$ cat config.mk
export PLATFORM = sky130hd
export DESIGN_NAME = mux_bus_ctrl
export DESIGN_NICKNAME = d
export VERILOG_FILES = /design/src/rtl/mbc_pkg.sv /design/src/rtl/mbc_seq.sv /design/src/rtl/mbc_lane.sv /design/src/rtl/mux_bus_ctrl.sv
export SDC_FILE = /design/constraint.sdc
export NUM_CORES = 1
export LEC_CHECK = 0
export BUFFER_PORTS_ARGS = -buffer_cell sky130_fd_sc_hd__buf_2
export CORE_MARGIN = 1
export CORE_UTILIZATION = 50
export DETAILED_ROUTE_END_ITERATION = 16
export PLACE_DENSITY_LB_ADDON = 0.05
export SLEW_MARGIN = 40
export SYNTH_ARGS = -nofsm -noshare
export SYNTH_HDL_FRONTEND = slang
export SYNTH_HIERARCHICAL = 1
export SYNTH_SLANG_ARGS = --single-unit
$ cat constraint.sdc
create_clock -name clk -period 2.45 [get_ports clk]
set_clock_uncertainty 0.15 [all_clocks]
set_input_delay 0.1225 -clock clk [delete_from_list [all_inputs] [get_ports clk]]
set_output_delay 0.1225 -clock clk [all_outputs]
set_load 0.1 [all_outputs]
$ cat src/rtl/mbc_pkg.sv
// Shared types for the multiplexed bus controller.
package mbc_pkg;
    // Access phases; one access walks ADDR -> TURN -> STRB -> HOLD.
    typedef enum logic [2:0] {
        PH_IDLE = 3'd0,
        PH_ADDR = 3'd1,
        PH_TURN = 3'd2,
        PH_STRB = 3'd3,
        PH_HOLD = 3'd4
    } phase_e;

    // Access width.
    typedef enum logic {
        SZ_BYTE = 1'b0,
        SZ_WORD = 1'b1
    } size_e;
endpackage

$ cat src/rtl/mbc_seq.sv
// Phase sequencer: steps one access through its four timed phases.
// Assumes every phase length parameter is at least 1.
module mbc_seq
    import mbc_pkg::*;
#(
    parameter int ADDR_CYC = 1,
    parameter int TURN_CYC = 1,
    parameter int STRB_CYC = 2,
    parameter int HOLD_CYC = 1
) (
    input  logic   clk,
    input  logic   rst_n,
    input  logic   start,
    output phase_e phase,
    output logic   strb_last,
    output logic   done
);
    localparam int MAX_AT = (ADDR_CYC > TURN_CYC) ? ADDR_CYC : TURN_CYC;
    localparam int MAX_SH = (STRB_CYC > HOLD_CYC) ? STRB_CYC : HOLD_CYC;
    localparam int MAX_C  = (MAX_AT > MAX_SH) ? MAX_AT : MAX_SH;
    localparam int CW     = (MAX_C < 2) ? 1 : $clog2(MAX_C);

    phase_e        nxt;
    logic [CW-1:0] cnt;
    logic          cnt_zero;

    assign cnt_zero  = (cnt == '0);
    assign strb_last = (phase == PH_STRB) && cnt_zero;

    // Remaining-cycle count loaded on entering a phase.
    function automatic logic [CW-1:0] span(input phase_e p);
        case (p)
            PH_ADDR: span = CW'(ADDR_CYC - 1);
            PH_TURN: span = CW'(TURN_CYC - 1);
            PH_STRB: span = CW'(STRB_CYC - 1);
            PH_HOLD: span = CW'(HOLD_CYC - 1);
            default: span = '0;
        endcase
    endfunction

    // Next-phase selection.
    always_comb begin
        nxt = phase;
        case (phase)
            PH_IDLE: if (start)    nxt = PH_ADDR;
            PH_ADDR: if (cnt_zero) nxt = PH_TURN;
            PH_TURN: if (cnt_zero) nxt = PH_STRB;
            PH_STRB: if (cnt_zero) nxt = PH_HOLD;
            PH_HOLD: if (cnt_zero) nxt = PH_IDLE;
            default:               nxt = PH_IDLE;
        endcase
    end

    // Phase, counter and done-pulse registers.
    always_ff @(posedge clk) begin
        if (!rst_n) begin
            phase <= PH_IDLE;
            cnt   <= '0;
            done  <= 1'b0;
        end else begin
            phase <= nxt;
            done  <= (phase == PH_HOLD) && cnt_zero;
            if (nxt != phase) begin
                cnt <= span(nxt);
            end else if (!cnt_zero) begin
                cnt <= cnt - 1'b1;
            end
        end
    end
endmodule

$ cat src/rtl/mbc_lane.sv
// Byte-lane steering: derives A0 and high-byte enable, places write
// data on the selected lane, and extracts/zero-extends read data.
// Assumes a bus of exactly two byte lanes.
module mbc_lane
    import mbc_pkg::*;
#(
    parameter int DW = 16
) (
    input  size_e         size,
    input  logic          addr0,
    input  logic [DW-1:0] wdata,
    input  logic [DW-1:0] bus_in,
    output logic          a0_bit,
    output logic          hbe_sel,
    output logic [DW-1:0] bus_wdata,
    output logic [DW-1:0] rdata_ext
);
    localparam int BW = DW / 2;

    logic hi_byte;

    assign hi_byte = (size == SZ_BYTE) && addr0;

    // Address bit 0 and high-byte enable for the three access kinds.
    always_comb begin
        a0_bit  = hi_byte;
        hbe_sel = (size == SZ_WORD) || hi_byte;
    end

    // Write-data placement on the bus lanes.
    always_comb begin
        if (size == SZ_WORD) begin
            bus_wdata = wdata;
        end else if (hi_byte) begin
            bus_wdata = {wdata[BW-1:0], {BW{1'b0}}};
        end else begin
            bus_wdata = {{BW{1'b0}}, wdata[BW-1:0]};
        end
    end

    // Read-data lane selection with zero extension.
    always_comb begin
        if (size == SZ_WORD) begin
            rdata_ext = bus_in;
        end else if (hi_byte) begin
            rdata_ext = {{BW{1'b0}}, bus_in[DW-1:BW]};
        end else begin
            rdata_ext = {{BW{1'b0}}, bus_in[BW-1:0]};
        end
    end
endmodule

$ cat src/rtl/mux_bus_ctrl.sv
// Multiplexed address/data bus controller top. Captures a request while
// idle, sequences address, turnaround, strobe and recovery phases, and
// returns read data with a done pulse. Assumes external pads merge
// ad_out/ad_oe/ad_in into one bidirectional bus and no wait states.
module mux_bus_ctrl
    import mbc_pkg::*;
#(
    parameter int DW       = 16,
    parameter int ADDR_CYC = 1,
    parameter int TURN_CYC = 1,
    parameter int STRB_CYC = 2,
    parameter int HOLD_CYC = 1
) (
    input  logic          clk,
    input  logic          rst_n,
    input  logic          req_valid,
    output logic          req_ready,
    input  logic          req_write,
    input  logic          req_word,
    input  logic [DW-1:0] req_addr,
    input  logic [DW-1:0] req_wdata,
    output logic          done,
    output logic [DW-1:0] rd_data,
    output logic [DW-1:0] ad_out,
    output logic          ad_oe,
    input  logic [DW-1:0] ad_in,
    output logic          ale,
    output logic          rd_n,
    output logic          wr_n,
    output logic          hbe_n
);
    phase_e        phase;
    logic          strb_last;
    logic          accept;
    logic          r_write;
    size_e         r_size;
    logic [DW-1:0] r_addr;
    logic [DW-1:0] r_wdata;
    logic          a0_bit;
    logic          hbe_sel;
    logic [DW-1:0] bus_wdata;
    logic [DW-1:0] rdata_ext;
    logic          data_drive;

    assign req_ready = (phase == PH_IDLE);
    assign accept    = req_valid && req_ready;

    // Request capture at acceptance.
    always_ff @(posedge clk) begin
        if (!rst_n) begin
            r_write <= 1'b0;
            r_size  <= SZ_BYTE;
            r_addr  <= '0;
            r_wdata <= '0;
        end else if (accept) begin
            r_write <= req_write;
            r_size  <= req_word ? SZ_WORD : SZ_BYTE;
            r_addr  <= req_addr;
            r_wdata <= req_wdata;
        end
    end

    mbc_seq #(
        .ADDR_CYC (ADDR_CYC),
        .TURN_CYC (TURN_CYC),
        .STRB_CYC (STRB_CYC),
        .HOLD_CYC (HOLD_CYC)
    ) u_seq (
        .clk       (clk),
        .rst_n     (rst_n),
        .start     (accept),
        .phase     (phase),
        .strb_last (strb_last),
        .done      (done)
    );

    mbc_lane #(.DW(DW)) u_lane (
        .size      (r_size),
        .addr0     (r_addr[0]),
        .wdata     (r_wdata),
        .bus_in    (ad_in),
        .a0_bit    (a0_bit),
        .hbe_sel   (hbe_sel),
        .bus_wdata (bus_wdata),
        .rdata_ext (rdata_ext)
    );

    // Read data capture at the end of the read strobe.
    always_ff @(posedge clk) begin
        if (!rst_n) begin
            rd_data <= '0;
        end else if (strb_last && !r_write) begin
            rd_data <= rdata_ext;
        end
    end

    assign data_drive = r_write &&
                        (phase == PH_TURN || phase == PH_STRB || phase == PH_HOLD);

    // Bus pin decode from the current phase.
    always_comb begin
        ale   = (phase == PH_ADDR);
        ad_oe = ale || data_drive;
        rd_n  = !((phase == PH_STRB) && !r_write);
        wr_n  = !((phase == PH_STRB) && r_write);
        hbe_n = !((phase != PH_IDLE) && hbe_sel);
        if (ale) begin
            ad_out = {r_addr[DW-1:1], a0_bit};
        end else if (data_drive) begin
            ad_out = bus_wdata;
        end else begin
            ad_out = '0;
        end
    end
endmodule

==> qor.csv, run 1 <==
stage,metric,value,unit
clock_network,clock-root-buffer,clkbuf_8,
critical_path,critPathKind,flip-flop to output port,
global_routing,grt_max_degree,59,
critical_path,worst-path-buf-inv,2,
yosys,yosysUniqueCellTypes,35,
power_and_ir_drop,finalPower,3.04,mW
timing,rsz0062_at_grt,no,
floorplan,ios,92,
drt,dr.pass1.iters,4,
drt,vias,2512,
yosys,yosysSeqAreaShare,41.9,%
drt,drt_iter0_markers,128,
yosys,syn_nets,365,
drt,detail_route.vias_per_cell,5.09,
clock_network,cts_tree,done,
clock_network,clkTransAtPathRegs,0.10,ns
drt,antenna_left,0,
timing,period_share,93.3,%
timing,max_freq,0.438,GHz
timing,setup_viol,0,
critical_path,crit_family,flip-flops,
drt,wl,6520,um
yosys,synth_seq_cells,55,
floorplan,die_y,74.5,um
final_layout,final_common_cell,buf_2,
clock_network,htreeDepth,2,
clock_network,cts_made_buffers,5,
timing,min_period,2.28,ns
place,io_buffers,91,
final_layout,finalInstanceArea,0.00379,mm^2
timing,setup_tns,0,ns
power_and_ir_drop,power_density,802,mW/mm^2
floorplan,coreArea,0.00507,mm^2
clock_network,clkLatencyLatePin,0.32,ns
drt,wl_per_cell,13.2,um
yosys,ys_warn_count,6,
floorplan,start_util,51.8,%
floorplan,die_w,74.5,um
place,dp_hpwl,4130,um
critical_path,cp_data_arrival_time,2.01,ns
clock_network,post_cts_resized,0,
hold_path,min_path_type,primary input to flip-flop,
timing,maxSlewViolCount,0,
global_routing,antenna_found_initial,0,
critical_path,required,2.18,ns
final_layout,final_cell_mix,"73 x buf_2, 69 x nand2_1, 55 x dfxtp_1",
power_and_ir_drop,ir_drop,812,uV
final_layout,nets,476,
drt,drc_errors,0,
timing,maxSlewHeadroom,59.2,%
final_layout,diodes,0,
timing,tightest_slew,0.612,ns
final_layout,drive_gt1_share,29.7,%
critical_path,crit_chain,"nor2b_2, and2b_1, buf_4, a22o_1, buf_12",
critical_path,crit_fanout,18,
critical_path,end_kind,output port,
flow_run,maxCapViolCount,0,
timing,whs,0.0334,ns
outcome,status,"complete, no violations",
yosys,syn-instance-count,312,
critical_path,critical_path.startpoint_type,flip-flop,
yosys,synth.cell_area,0.00263,mm^2
critical_path,max_stage_delay,0.62,ns
timing,hold_viol,0,
clock_network,clock_path_buffers,2,
power_and_ir_drop,total_leakage_power,1.55,nW
global_routing,grt_pass1_wl,10500,um
global_routing,grt.total_usage,25.0,%
final_layout,area_growth,44.4,%
clock_network,cts.sinks,55,
yosys,postSynthAreaPerCell,8.42,um^2
critical_path,cp_slowest_cell,dfxtp_1,
floorplan,fp.dieArea,0.00555,mm^2
global_routing,grt_pass1_vias,2253,
global_routing,gr-total-overflow,0,
place,dpl-instance-area,0.00334,mm^2
floorplan,rows,26,
place,place.gp.congestion,0.808,
report_power, final:
part	internal [mW]	switching (mW)
clock	0.199	0.299
combinational	0.487	0.894
sequential	1.03	0.136
total	1.71	1.33
flip-flops by register name, summed over array words and instances, names as in the netlist:
register     cells
r_addr          16
r_size           1
r_wdata         16
r_write          1
rd_data         16
u_seq/cnt        1
u_seq/done       1
u_seq/phase      3
per-stage QoR:
step	std cells	utilization [%]	setup WS, ns
2_1_floorplan	312	-	0.0793
3_3_place_gp	451	65.9	0.396
6_report	494	74.8	0.165
4_1_cts	494	74.8	0.150
5_1_grt	494	74.8	0.0319
3_5_place_dp	451	65.9	0.367
logic make-up (layout without fill, tap and decap cells):
group,count (synthesis),in the layout,share of synthesized area [%]
XOR/XNOR,1,1,0.333
AND/OR/NAND/NOR,141,141,26.9
AO/OA/AOI/OAI,78,78,20.6
buffers and inverters,29,141,6.52
multiplexers,8,8,3.71
flip-flops,55,55,41.9
cell type report:
type	instances	area, um^2
Fill cell	401	1280
Timing Repair Buffer	132	1140
Clock inverter	3	20.0
Tap cell	70	87.6
Clock buffer	5	68.8
Sequential cell	55	1100
Multi-Input combinational cell	228	1370
Inverter	1	3.75
tightest hold or removal path, cell delays in order:
cell      delay (ns)
buf_2           0.08
and2_1          0.11
nand2_1         0.04
a21boi_1        0.10
routing by layer:
metal  track usage, %  vias to the layer above  routed length (um)
met4             9.85                        0                 146
met2             40.6                       73                3120
met3             5.42                       15                 296
met1             32.4                     1128                2960
li1                 -                     1296                   -
met5                0                        -                   0
Yosys cell counts (all sizes together):
cell / count / area share, %
nand2: 69 / 9.9
nor4b: 1 / 0.90
clkbuf: 14 / 2.1
nand2b: 4 / 1.2
and2: 16 / 3.8
a22o: 24 / 8.0
o21a: 1 / 0.29
or2: 2 / 0.48
nor3: 1 / 0.19
inv: 1 / 0.14
a21oi: 1 / 0.19
o21ai: 34 / 6.5
xnor2: 1 / 0.33
and2b: 1 / 0.29
nand3: 35 / 6.7
dfxtp: 55 / 42
a21boi: 16 / 4.6
and3b: 1 / 0.38
buf: 14 / 4.3
a22oi: 1 / 0.29
and4bb: 1 / 0.48
and4b: 1 / 0.38
nor2b: 3 / 1.1
o31ai: 1 / 0.81
nor2: 4 / 0.57
nand3b: 2 / 0.57
mux2: 8 / 3.7
final timing paths:
| path | from | endpoint | slack, ns | cells after the start |
|---|---|---|---|---|
| setup / recovery | u_seq/phase[0] | ad_out[3] | 0.17 | 5 |
| hold / removal | ad_in[8] | rd_data[8] | 0.03 | 4 |
| setup reg to reg | u_seq/phase[0] | rd_data[15] | 0.47 | 5 |
| hold reg to reg | rd_data[8] | rd_data[8] | 0.30 | 2 |
repair_timing:
action / in CTS / in global routing
endpoints found under the setup margin: 1 / 0
hold buffers: 34 / 0
setup buffers: 1 / 0
hold endpoints to repair: 34 / 0
Power figures use the tool's default switching activity.
==> run 2: changes to the inputs <==
--- a/config.mk
+++ b/config.mk
@@ -7,7 +7,7 @@
 export LEC_CHECK = 0
 export BUFFER_PORTS_ARGS = -buffer_cell sky130_fd_sc_hd__buf_2
 export CORE_MARGIN = 1
-export CORE_UTILIZATION = 50
+export CORE_UTILIZATION = 45
 export DETAILED_ROUTE_END_ITERATION = 16
 export PLACE_DENSITY_LB_ADDON = 0.05
 export SLEW_MARGIN = 40
==> constraint.sdc (replaced) <==
create_clock -name clk -period 2 [get_ports clk]
set_clock_uncertainty 0.15 [all_clocks]
set_input_delay 0.1 -clock clk [delete_from_list [all_inputs] [get_ports clk]]
set_output_delay 0.1 -clock clk [all_outputs]
set_load 0.1 [all_outputs]
==> qor.csv, run 2 (same netlist as run 1, synthesis figures left out) <==
stage,metric,value,unit
outcome,status,"complete, no violations",
timing,setup_viol,0,
place,place.gp.congestion,0.766,
timing,maxSlewViolCount,0,
drt,wl,6610,um
final_layout,drive_gt1_share,34.0,%
timing,max_freq,0.520,GHz
drt,drc_errors,0,
hold_path,hp-start,ad_in[8],
power_and_ir_drop,power_density,998,mW/mm^2
critical_path,crit_fanout,18,
critical_path,cp_slowest_cell,dfxtp_4,
power_and_ir_drop,sw_frac_of_total,42.0,%
clock_network,clkLatencyLatePin,0.30,ns
clock_network,cts_tree,done,
critical_path,max_stage_delay,0.37,ns
drt,antenna_left,0,
critical_path,crit_family,simple AND/OR/NAND/NOR gates,
critical_path,critical_path.startpoint_type,flip-flop,
floorplan,fp.dieArea,0.00615,mm^2
timing,min_period,1.92,ns
power_and_ir_drop,power_frac_clock,16.8,%
final_layout,nets,482,
floorplan,coreArea,0.00557,mm^2
timing,whs,0.0247,ns
final_layout,diodes,0,
clock_network,clock_path_buffers,2,
flow_run,maxCapViolCount,0,
critical_path,required,1.75,ns
clock_network,cts.sinks,55,
power_and_ir_drop,switchingPower,1.64,mW
drt,wl_per_cell,13.2,um
floorplan,ios,92,
clock_network,clock-root-buffer,clkbuf_8,
final_layout,utilization,70.4,%
clock_network,htreeDepth,2,
place,dp_hpwl,4260,um
drt,dr.pass1.iters,4,
timing,period_share,96.1,%
final_layout,finalInstanceArea,0.00392,mm^2
floorplan,die_w,78.4,um
hold_path,min_path_type,primary input to flip-flop,
timing,maxSlewHeadroom,59.4,%
drt,detail_route.vias_per_cell,5.05,
final_layout,fin_cells,502,
power_and_ir_drop,p_seq_share,35.8,%
place,io_buffers,91,
power_and_ir_drop,finalPower,3.92,mW
floorplan,die_y,78.4,um
power_and_ir_drop,intPower,2.27,mW
power_and_ir_drop,total_leakage_power,1.64,nW
floorplan,rows,27,
place,dp.cells,456,
critical_path,crit_top_cell,buf_12,
critical_path,r2r-start,u_seq/phase[1],
global_routing,grt.total_usage,22.4,%
global_routing,grt_pass1_vias,2391,
power_and_ir_drop,p_comb_share,47.5,%
drt,drt_iter0_markers,162,
timing,hold_viol,0,
global_routing,antenna_found_initial,0,
critical_path,critPathKind,flip-flop to output port,
timing,rsz0062_at_grt,no,
power_and_ir_drop,ir_drop,1090,uV
place,dpl-instance-area,0.00343,mm^2
final_layout,final_common_cell,buf_2,
final_layout,final_cell_mix,"73 x buf_2, 69 x nand2_1, 51 x dfxtp_1",
critical_path,cp_data_arrival_time,1.67,ns
critical_path,end_kind,output port,
global_routing,grt_max_degree,88,
global_routing,grt_pass1_wl,11000,um
critical_path,cp-startpoint,u_seq/phase[0],
timing,tightest_slew,0.609,ns
drt,vias,2537,
clock_network,clkTransAtPathRegs,0.09,ns
global_routing,gr-total-overflow,0,
floorplan,start_util,47.1,%
critical_path,worst-path-buf-inv,2,
clock_network,cts_made_buffers,5,
critical_path,crit_chain,"nor2b_2, and2b_1, buf_12, or2_2, buf_12",
final_layout,reg_top3,"r_addr x16, r_wdata x16, rd_data x16",
final_layout,area_growth,49.3,%
-- run 2: cell types whose count changed in the layout (fill, tap and decap cells not counted), moves of 2 or more --
| cell | before | now |
|---|---|---|
| a22o_1 | 24 | 13 |
| clkbuf_8 | 5 | 7 |
| a22o_2 | 0 | 6 |
| dfxtp_2 | 0 | 2 |
| buf_4 | 5 | 10 |
| clkinvlp_4 | 2 | 0 |
| a22o_4 | 0 | 5 |
| dfxtp_4 | 0 | 2 |
| dfxtp_1 | 55 | 51 |
-- run 2: repair_timing --
item,in CTS,in global routing
cloned,0,0
setup buffers,2,2
hold buffers,34,0
gates resized for setup,4,4
setup endpoints to repair,17,7
pin swaps,0,0
endpoints found under the hold margin,34,0
-- run 2: power groups by stage --
stage	sequential, mW	combinational [mW]	clock, mW
after detailed placement	1.42	1.76	0
final	1.40	1.86	0.656
after global routing	1.42	1.98	0.713
after CTS	1.40	1.82	0.678
after global placement	1.42	1.74	0
after floorplan	1.46	1.28	0
-- run 2: area by class of cell --
class	instances	area (um^2)
repair buffers	138	1190
clock buffers	8	100
well taps	72	90.1
flip-flops and latches	55	1110
fillers	462	1650
multi-input cells	228	1430
inverters	1	3.75
-- run 2: worst paths after layout --
kind | slack (ns) | depth (start not counted) | end
worst max register to register | 0.26 | 5 | rd_data[0]
worst max-delay path | 0.08 | 5 | ad_oe
worst min-delay path | 0.02 | 4 | rd_data[8]
worst min register to register | 0.30 | 2 | rd_data[8]
-- run 2: metal layers --
metal | track usage [%] | share of wire [%]
met5 | 0 | 0
met4 | 6.67 | 0.95
met3 | 3.37 | 4.4
met2 | 36.3 | 47
met1 | 30.6 | 47
-- run 2: metrics by stage --
stage               setup TNS (ns)  setup slack [ns]
finish                           0            0.0782
global route                     0            0.0183
CTS                              0            0.0285
detailed placement               0             0.159
global placement                 0             0.225
floorplan                   -0.764           -0.0824
-- run 2: worst register-to-register path, cell delays in order (launching register included) --
cell	delay, ns
dfxtp_2	0.38
buf_4	0.18
and3b_2	0.21
nand2b_1	0.44
nand2_1	0.11
a21boi_0	0.19
